**config.mk**
```make
export PLATFORM = sky130hd
export DESIGN_NAME = serial_port_multimode
export DESIGN_NICKNAME = d
export VERILOG_FILES = /design/src/rtl/sport_pkg.sv /design/src/rtl/sport_tx.sv /design/src/rtl/sport_rx.sv /design/src/rtl/serial_port_multimode.sv
export SDC_FILE = /design/constraint.sdc
export NUM_CORES = 1
export LEC_CHECK = 0
export BUFFER_PORTS_ARGS = -buffer_cell sky130_fd_sc_hd__clkbuf_2
export CAP_MARGIN = 20
export CORE_MARGIN = 4
export CORE_UTILIZATION = 50
export DETAILED_ROUTE_END_ITERATION = 6
export PLACE_DENSITY = 0.84
export SLEW_MARGIN = 15
export SYNTH_ARGS = -nofsm -noshare
export SYNTH_HDL_FRONTEND = slang
export SYNTH_HIERARCHICAL = 1
export SYNTH_SLANG_ARGS = --single-unit
```
**constraint.sdc**
```tcl
create_clock -name clk -period 1.69 [get_ports clk]
set_input_delay 0.0845 -clock clk [delete_from_list [all_inputs] [get_ports clk]]
set_output_delay 0.0845 -clock clk [all_outputs]
set_load 0.005 [all_outputs]
```
**src/rtl/sport_pkg.sv**
```systemverilog
package sport_pkg;
  typedef enum logic [1:0] {
    SP_OFF    = 2'b00,
    SP_BYTE   = 2'b01,
    SP_NINE_A = 2'b10,
    SP_NINE_B = 2'b11
  } sp_mode_e;

  typedef enum logic [1:0] {
    PH_IDLE,
    PH_START,
    PH_DATA,
    PH_STOP
  } sp_phase_e;
endpackage

```
**src/rtl/sport_tx.sv**
```systemverilog
module sport_tx
  import sport_pkg::*;
#(
  parameter int DW  = 8,
  parameter int OVS = 16
) (
  input  logic          clk,
  input  logic          rst,
  input  logic          tick,
  input  logic          port_on,
  input  logic          nine,
  input  logic          wr,
  input  logic [DW-1:0] wdata,
  input  logic          bit9,
  input  logic          clr,
  output logic          done,
  output logic          line
);
  localparam int CW = $clog2(OVS);
  localparam int BW = $clog2(DW + 1);
  localparam logic [CW-1:0] CNT_END = CW'(OVS - 1);
  localparam logic [BW-1:0] END8    = BW'(DW - 1);
  localparam logic [BW-1:0] END9    = BW'(DW);

  sp_phase_e     ph;
  logic [CW-1:0] cnt;
  logic [BW-1:0] idx;
  logic [DW:0]   sh;
  logic          nine_q;

  always_ff @(posedge clk) begin
    if (rst) begin
      ph     <= PH_IDLE;
      cnt    <= '0;
      idx    <= '0;
      sh     <= '0;
      nine_q <= 1'b0;
      line   <= 1'b1;
      done   <= 1'b0;
    end else begin
      if (clr) done <= 1'b0;
      case (ph)
        PH_IDLE: begin
          if (wr && port_on) begin
            sh     <= {bit9, wdata};
            nine_q <= nine;
            cnt    <= '0;
            idx    <= '0;
            line   <= 1'b0;
            ph     <= PH_START;
          end
        end
        PH_START: begin
          if (tick) begin
            if (cnt == CNT_END) begin
              cnt  <= '0;
              line <= sh[0];
              sh   <= sh >> 1;
              ph   <= PH_DATA;
            end else begin
              cnt <= cnt + 1'b1;
            end
          end
        end
        PH_DATA: begin
          if (tick) begin
            if (cnt == CNT_END) begin
              cnt <= '0;
              if (idx == (nine_q ? END9 : END8)) begin
                line <= 1'b1;
                done <= 1'b1;
                ph   <= PH_STOP;
              end else begin
                line <= sh[0];
                sh   <= sh >> 1;
                idx  <= idx + 1'b1;
              end
            end else begin
              cnt <= cnt + 1'b1;
            end
          end
        end
        default: begin
          if (tick) begin
            if (cnt == CNT_END) begin
              cnt <= '0;
              ph  <= PH_IDLE;
            end else begin
              cnt <= cnt + 1'b1;
            end
          end
        end
      endcase
    end
  end

  p_idle_high_r1: assert property (@(posedge clk) disable iff (rst)
    (ph == PH_IDLE) |-> line);
  p_start_low_r2: assert property (@(posedge clk) disable iff (rst)
    (ph == PH_START) |-> !line);
  p_stop_high_r2: assert property (@(posedge clk) disable iff (rst)
    (ph == PH_STOP) |-> line);
  p_done_sticky_r4: assert property (@(posedge clk) disable iff (rst)
    (done && !clr) |=> done);
  p_off_stays_idle_r5: assert property (@(posedge clk) disable iff (rst)
    (ph == PH_IDLE && !port_on) |=> (ph == PH_IDLE));
endmodule

```
**src/rtl/sport_rx.sv**
```systemverilog
module sport_rx
  import sport_pkg::*;
#(
  parameter int DW  = 8,
  parameter int OVS = 16
) (
  input  logic          clk,
  input  logic          rst,
  input  logic          tick,
  input  logic          port_on,
  input  logic          nine,
  input  logic          en,
  input  logic          filt,
  input  logic          clr,
  input  logic          line,
  output logic [DW-1:0] data,
  output logic          b9,
  output logic          done
);
  localparam int CW = $clog2(OVS);
  localparam int BW = $clog2(DW + 1);
  localparam logic [CW-1:0] CNT_END = CW'(OVS - 1);
  localparam logic [CW-1:0] CNT_MID = CW'(OVS / 2 - 1);
  localparam logic [BW-1:0] END8    = BW'(DW - 1);
  localparam logic [BW-1:0] END9    = BW'(DW);

  logic          s1, s2, s3;
  sp_phase_e     ph;
  logic [CW-1:0] cnt;
  logic [BW-1:0] idx;
  logic [DW:0]   sh;
  logic          nine_q;
  logic          keep;

  assign keep = !done && en && !(filt && nine_q && !sh[DW]);

  always_ff @(posedge clk) begin
    if (rst) begin
      s1 <= 1'b1;
      s2 <= 1'b1;
      s3 <= 1'b1;
    end else begin
      s1 <= line;
      s2 <= s1;
      s3 <= s2;
    end
  end

  always_ff @(posedge clk) begin
    if (rst) begin
      ph     <= PH_IDLE;
      cnt    <= '0;
      idx    <= '0;
      sh     <= '0;
      nine_q <= 1'b0;
      data   <= '0;
      b9     <= 1'b0;
      done   <= 1'b0;
    end else begin
      if (clr) done <= 1'b0;
      case (ph)
        PH_IDLE: begin
          if (en && port_on && s3 && !s2) begin
            nine_q <= nine;
            cnt    <= '0;
            ph     <= PH_START;
          end
        end
        PH_START: begin
          if (tick) begin
            if (cnt == CNT_MID) begin
              cnt <= '0;
              idx <= '0;
              ph  <= s2 ? PH_IDLE : PH_DATA;
            end else begin
              cnt <= cnt + 1'b1;
            end
          end
        end
        PH_DATA: begin
          if (tick) begin
            if (cnt == CNT_END) begin
              cnt     <= '0;
              sh[idx] <= s2;
              idx     <= idx + 1'b1;
              if (idx == (nine_q ? END9 : END8)) ph <= PH_STOP;
            end else begin
              cnt <= cnt + 1'b1;
            end
          end
        end
        default: begin
          if (tick) begin
            if (cnt == CNT_END) begin
              cnt <= '0;
              ph  <= PH_IDLE;
              if (keep) begin
                data <= sh[DW-1:0];
                b9   <= nine_q ? sh[DW] : s2;
                done <= 1'b1;
              end
            end else begin
              cnt <= cnt + 1'b1;
            end
          end
        end
      endcase
    end
  end

  p_needs_enable_r8: assert property (@(posedge clk) disable iff (rst)
    $rose(done) |-> $past(en));
  p_filter_accepts_marked_r10: assert property (@(posedge clk) disable iff (rst)
    ($rose(done) && $past(filt && nine_q)) |-> b9);
  p_hold_on_overrun_r11: assert property (@(posedge clk) disable iff (rst)
    (done && !clr) |=> ($stable(data) && $stable(b9)));
  p_clear_r12: assert property (@(posedge clk) disable iff (rst)
    (clr && ph != PH_STOP) |=> !done);
endmodule

```
**src/rtl/serial_port_multimode.sv**
```systemverilog
module serial_port_multimode
  import sport_pkg::*;
#(
  parameter int DW  = 8,
  parameter int OVS = 16
) (
  input  logic          clk,
  input  logic          rst,
  input  logic          baud_tick,
  input  logic [1:0]    mode_sel,
  input  logic          tx_wr,
  input  logic [DW-1:0] tx_data,
  input  logic          tx_bit9,
  input  logic          rx_en,
  input  logic          addr_filter,
  input  logic          ti_clr,
  input  logic          ri_clr,
  output logic [DW-1:0] rx_data,
  output logic          rx_bit9,
  output logic          tx_done,
  output logic          rx_done,
  input  logic          rxd,
  output logic          txd
);
  sp_mode_e mode;
  logic     port_on;
  logic     nine;

  assign mode    = sp_mode_e'(mode_sel);
  assign port_on = (mode != SP_OFF);
  assign nine    = (mode == SP_NINE_A) || (mode == SP_NINE_B);

  sport_tx #(.DW(DW), .OVS(OVS)) u_tx (
    .clk(clk), .rst(rst), .tick(baud_tick), .port_on(port_on), .nine(nine),
    .wr(tx_wr), .wdata(tx_data), .bit9(tx_bit9), .clr(ti_clr),
    .done(tx_done), .line(txd)
  );

  sport_rx #(.DW(DW), .OVS(OVS)) u_rx (
    .clk(clk), .rst(rst), .tick(baud_tick), .port_on(port_on), .nine(nine),
    .en(rx_en), .filt(addr_filter), .clr(ri_clr), .line(rxd),
    .data(rx_data), .b9(rx_bit9), .done(rx_done)
  );
endmodule

```
# ---- Yosys cells after proc, flatten, opt, wreduce, memory -nomap -nowiden
# Cells that the tools add are included.
dict set report word_totals {
  ff_bits 55
  output_inout_bits 12
  elab_cells 154
}
dict set report classes {
  add_sub_neg 4
  n_lt_le_gt_ge 2
  n_eq_ne 24
  muxes 68
  bitwise_logic 1
  reduce_logical 37
}
# operator n
set ops {}
lappend ops {{$mux W4} 18}
lappend ops {{$mux W9} 6}
lappend ops {{$mux W2} 17}
lappend ops {{$pmux W9 S3} 1}
lappend ops {{$pmux W4 S2} 3}
lappend ops {{$mux W1} 18}
lappend ops {{$add A4 B1 Y4 const B} 4}
lappend ops {{$ne A2 B1 Y1 const B} 8}
lappend ops {{$reduce_and A8 Y1} 2}
lappend ops {{$pmux W2 S3} 2}
lappend ops {{$reduce_bool A2 Y1} 6}
lappend ops {{$ne A2 B2 Y1 const B} 5}
lappend ops {{$reduce_and A5 Y1} 2}
lappend ops {{$bwmux W9} 1}
lappend ops {{$logic_and A1 B1 Y1} 9}
lappend ops {{$eq A2 B2 Y1 const B} 4}
lappend ops {{$eq A4 B4 Y1} 2}
lappend ops {{$eq A4 B4 Y1 const B} 2}
lappend ops {{$reduce_and A7 Y1} 1}
lappend ops {{$reduce_and A2 Y1} 3}
lappend ops {{$reduce_and A3 Y1} 2}
lappend ops {{$reduce_and A6 Y1} 1}
lappend ops {{$reduce_bool A3 Y1} 2}
lappend ops {{$lt A4 B5 Y1 const B} 1}
lappend ops {{11 further kinds} 16}

# ---- Logic depth before layout (Yosys ltp)
dict set report depth {
  depth_word 8
  depth_mapped 7
}

# ---- By module
# The synthesis kept the hierarchy.
# mod n_inst cells_each area_each_um2
set modules_own_cells {}
lappend modules_own_cells {sport_rx 1 166 1525.2}
lappend modules_own_cells {sport_tx 1 143 1238.7}
lappend modules_own_cells {serial_port_multimode 1 2 10.0}

# ---- Worst setup path before layout
# OpenSTA, ideal clock, no wires.
dict set report synth_timing {
  path_type {register -> register}
  start {register u_rx.cnt[0]}
  end {register u_rx.cnt[3]}
  arrival_time_ps 1675
  setup_slack_ps -59
  path_stages_with_launch 6
  path_cell_list {dfxtp_1 ha_1 and4_4 or3_1 or4_1 a31oi_1}
}
dict set report synth_between {
  elab_chain_cells 4
  elab_cells_between_ends 8
  classes_between {add/sub: 1; eq/ne: 2; mux: 5}
}
# item line
set synth_lines {}
lappend synth_lines {{start: declaration} sport_rx.sv:29} ;# logic [CW-1:0] cnt;
lappend synth_lines {{start signal: assignment} sport_rx.sv:76} ;# cnt <= cnt + 1'b1;
lappend synth_lines {{start signal: assignment} sport_rx.sv:88} ;# cnt <= cnt + 1'b1;
lappend synth_lines {{start signal: assignment} sport_rx.sv:103} ;# cnt <= cnt + 1'b1;
lappend synth_lines {{$add A4 B1 Y4, or another cell as far along} {sport_rx.sv:76, sport_rx.sv:88, sport_rx.sv:103}}
lappend synth_lines {{$mux W4 (on tied branches)} {sport_rx.sv:82, sport_rx.sv:94, sport_rx.sv:71}}
lappend synth_lines {{$mux W4 (on tied branches)} {sport_rx.sv:93, sport_rx.sv:70}}
lappend synth_lines {{$pmux W4 S2 (*)} sport_rx.sv:61} ;# case (ph)
# Every way passes the cells marked *; elsewhere a longest branch is shown, timed or not. The select of a mux whose other input is x is not followed.
# A chain may end at the register's enable or synchronous reset.

# ---- Worst setup path in the final report
dict set report layout_timing {
  start {register u_rx.cnt[1]}
  end {register u_rx.cnt[3]}
}
# Same word-level chain as after synthesis.

==> metrics.md <==
| Metric | Value |
|---|---|
| Run status | complete, but fails checks |
| Failing checks | negative setup slack |
| Number of buffers and inverters on the critical path | 0 |
| Max incr delay on CP | 0.47 ns |
| Setup violations, final | 1 |
| Vias in the first global route | just over 2000 |
| Adder-Cell Fraction of Synth Area | 0.04962 |
| R2R cell count | 5 |
| Worst Setup End Kind | flop |
| Max_cap viols | 0 |
| Initial antenna violation count | 0 |
| Final wirelength | 5662 µm |
| Largest family of logic cells by synthesized area | simple AND/OR/NAND/NOR gates |
| Post-DRT Antenna Nets | 0 |
| Fillers | 422 |
| Core area | between 5000 and 6000 µm² |
| Starting Density | 0.5296 |
| Die area | approximately 6800 µm² |
| Count of synthesis-stage warnings from yosys | 6 |
| Row count | 26 |
| Final Hold Fails | 0 |
| GR Overflow Total | 0 |
| Final Instance Area | 3276 µm² |
| Final setup margin | -0.04439 ns |
| Post-Synthesis Cells | 311 |
| Slew margin rel. | 0.6859 |
| Highest-count cells in the layout ignoring fill and taps | 47 x dfxtp_1, 38 x nor2_1, 31 x clkbuf_2, 31 x mux2i_1, 31 x nand2_1 |
| Least-Margin Pin Slew | ~0.47 ns |
| Fin util | 0.6254 |
| Die H | 82.49 µm |
| Setup Total Neg Slack | -0.04439 ns |
| Area post-placement | roughly 3100 µm² |
| Pwr dens | 1132 nW/µm² |
| Routed WL per cell | between 10 and 15 µm |
| CTS tree | built |
| All-layer global routing usage | 0.1739 |
| Remaining DRCs | 0 |
| RR Startpoint | u_rx/cnt[1] |
| Critical Path Start Type | flop |
| First-pass GRT wire length | 9328 µm |
| Via/cell ratio | 5.543 |
| Critical Path RT | 1.93 ns |
| Hold Path Class | in2reg |
| Hold_sp | tx_bit9 |
| Clock root buffer | clkbuf_8 |
| CTS HTree Levels | 2 |
| F_max | 576.6 MHz |
| Clock sink count | between 50 and 60 |
| Register area share after synthesis | 0.3969 |
| Pre-antenna DRT Iters | 4 |
| R2R Setup Slk | -0.04 ns |
| Top_reg_cell synth | dfxtp_1 |
| Multi-input gate area | 1607 µm² |
| HPWL after DPL | 3992 µm |
| Pwr Total | around 3.7 mW |
| RSZ-0062 raised after global routing | true |
| Skew final | 0.009949 ns |
| Final period utilization | 1.026 |
| Area share of xor/xnor cells in the synthesized design | 0.009472 |
| Storage cell area | 1111 µm² |
| Vias | 2328 |
| Pleak | 1.369 nW |
| Layout cells sized above 1 | 0.2571 |
| CTS Buf Count | 5 |
| Final slew viol count | 0 |
| Largest net degree at the start of global routing | 41 |
| Worst-path clk slew | 0.10 ns |
| Clock Latency Late Sink | ~0.31 ns |
| Yosys cell types | 54 |
| Hold Path Stages | 3 |
| Crit path depth | 5 |
| Compound-cell area share of the yosys netlist | 0.1015 |
| Slowest cell on the critical path | or4_1 |
| EDFF count, synth | 0 |
| Critical Path AT | 1.97 ns |
| Crit Path Class | reg2reg |
| I/O Buffers | 31 |
| # nets final | 380 |
| CP delay by family, top | simple AND/OR/NAND/NOR gates |
| Drt initial violations | 157 |
| Post-synthesis mux area share | 0.1484 |
| Number of synthesized register bits | 55 |
| Simple-gate portion of the synthesized area | 0.2467 |
| Syn_nets | ~340 |
| Area Overhead vs Synth | 18.09% |
| Post-CTS setup buffer count | 0 |
| Syn Std Cell Area | 2774 µm² |
| Die X | 82.49 µm |
| Synthesized area per cell | roughly 9 µm² |
| Commonest non-fill, non-tap cell in the layout | dfxtp_1 |
| Synth async-reset ratio | 0 |
| Max FO, Critical Path | 5 |
| Fin crit period | 1.734 ns |
| FF-to-FF End | u_rx/cnt[3] |
| Final GP Congestion | 0.8349 |
| I/O pin count | 32 |
| Max Root-Sink Buffers | 2 |
| VDD IR max | 0.0008747 V |
| Crit path cell chain | ha_4 -> and4_4 -> or3_4 -> or4_1 -> a31oi_1 |
| Hold EP | u_tx/sh[8] |
| Antenna cells | 0 |
cells by family after synthesis:
group                      count (synthesis)
adders and majority gates                 11
muxes                                     40
and+or+nand+nor                          132
AOI/OAI and AO/OA                         41
buffers and inverters                     29
DFF                                       55
xor gates and xnor gates                   3
timing repair:
| action | 4_1_cts | 5_1_grt |
|---|---|---|
| resized for setup | 1 | 23 |
| cloned | 0 | 1 |
| hold buffers | 1 | 0 |
| endpoints found under the setup margin | 10 | 17 |
| hold endpoints to repair | 1 | 0 |
| pin swaps | 0 | 1 |
power by group:
group | total (mW) | internal, mW | switching (mW)
Combinational | 1.26 | 0.653 | 0.608
Sequential | 1.55 | 1.45 | 0.0953
Clock | 0.899 | 0.450 | 0.449
routing by layer:
layer | track usage | routed length [µm]
met2 | 0.2732 | 2655
met1 | 0.2406 | 2669
met5 | 0 | 0
met3 | 0.03362 | 255
met4 | 0.05150 | 82
how the worst max path moves through the flow:
stage | from | to | slack [ns]
CTS | u_rx/cnt[1] | u_rx/cnt[3] | -0.06
floorplan | u_rx/cnt[1] | u_rx/cnt[3] | 0.02
finish | u_rx/cnt[1] | u_rx/cnt[3] | -0.04
global route | u_rx/cnt[0] | u_rx/cnt[3] | -0.07
detailed placement | u_rx/cnt[1] | u_rx/cnt[3] | -0.04
global placement | u_rx/cnt[1] | u_rx/cnt[3] | 0.008
Yosys cell counts, types with 2 or more instances:
cell type / instances / area share
buf_6: 2 / 0.0081
nand2b_1: 3 / 0.0068
and4_1: 2 / 0.0063
a311oi_1: 2 / 0.0063
mux2i_1: 31 / 0.11
nand3b_1: 5 / 0.014
and3_1: 4 / 0.0090
a31oi_1: 4 / 0.0090
inv_1: 8 / 0.011
nand3_1: 13 / 0.023
o32ai_1: 2 / 0.0063
ha_1: 11 / 0.050
a21oi_1: 10 / 0.018
o21ai_1: 4 / 0.0072
o21a_1: 2 / 0.0054
a41oi_1: 2 / 0.0063
mux2_2: 8 / 0.032
xor2_1: 2 / 0.0063
dfxtp_1: 55 / 0.40
or2_1: 4 / 0.0090
nand2_1: 31 / 0.042
nor2_1: 38 / 0.051
a211oi_1: 2 / 0.0054
nor2b_1: 5 / 0.011
nand4_1: 11 / 0.025
clkbuf_1: 12 / 0.016
or3_1: 2 / 0.0045
nand4b_1: 3 / 0.0095
buf_2: 5 / 0.0090
o211ai_1: 4 / 0.011
final cells by class:
cell class | count | share of cell area
inverters | 9 | 0.01031
clock inverters | 3 | 0.01451
clock buffers | 5 | 0.02101
well taps | 70 | 0.02674
multi-input cells | 227 | 0.4905
repair buffers | 51 | 0.09778
flip-flops and latches | 55 | 0.3392
sequential cells by signal, summed over array words and instances, names as in the netlist, 4 cells and up:
signal / cells
u_rx/sh: 9
u_tx/sh: 9
u_rx/data: 8
u_rx/cnt: 4
u_rx/idx: 4
u_tx/cnt: 4
u_tx/idx: 4
worst min-delay path, stage by stage:
cell,delay [ns]
clkbuf_2,0.08
nand3b_1,0.06
mux2i_1,0.06
metrics by stage:
stage	std cells	setup slack [ns]	hold slack, ns
2_1_floorplan	311	0.02173	0.1816
3_3_place_gp	410	0.007885	0.2702
3_5_place_dp	410	-0.03731	0.2740
4_1_cts	419	-0.06377	0.009575
5_1_grt	420	-0.07477	0.03412
6_report	420	-0.04439	0.01841
Note: power is estimated with default switching activity, not from simulation.
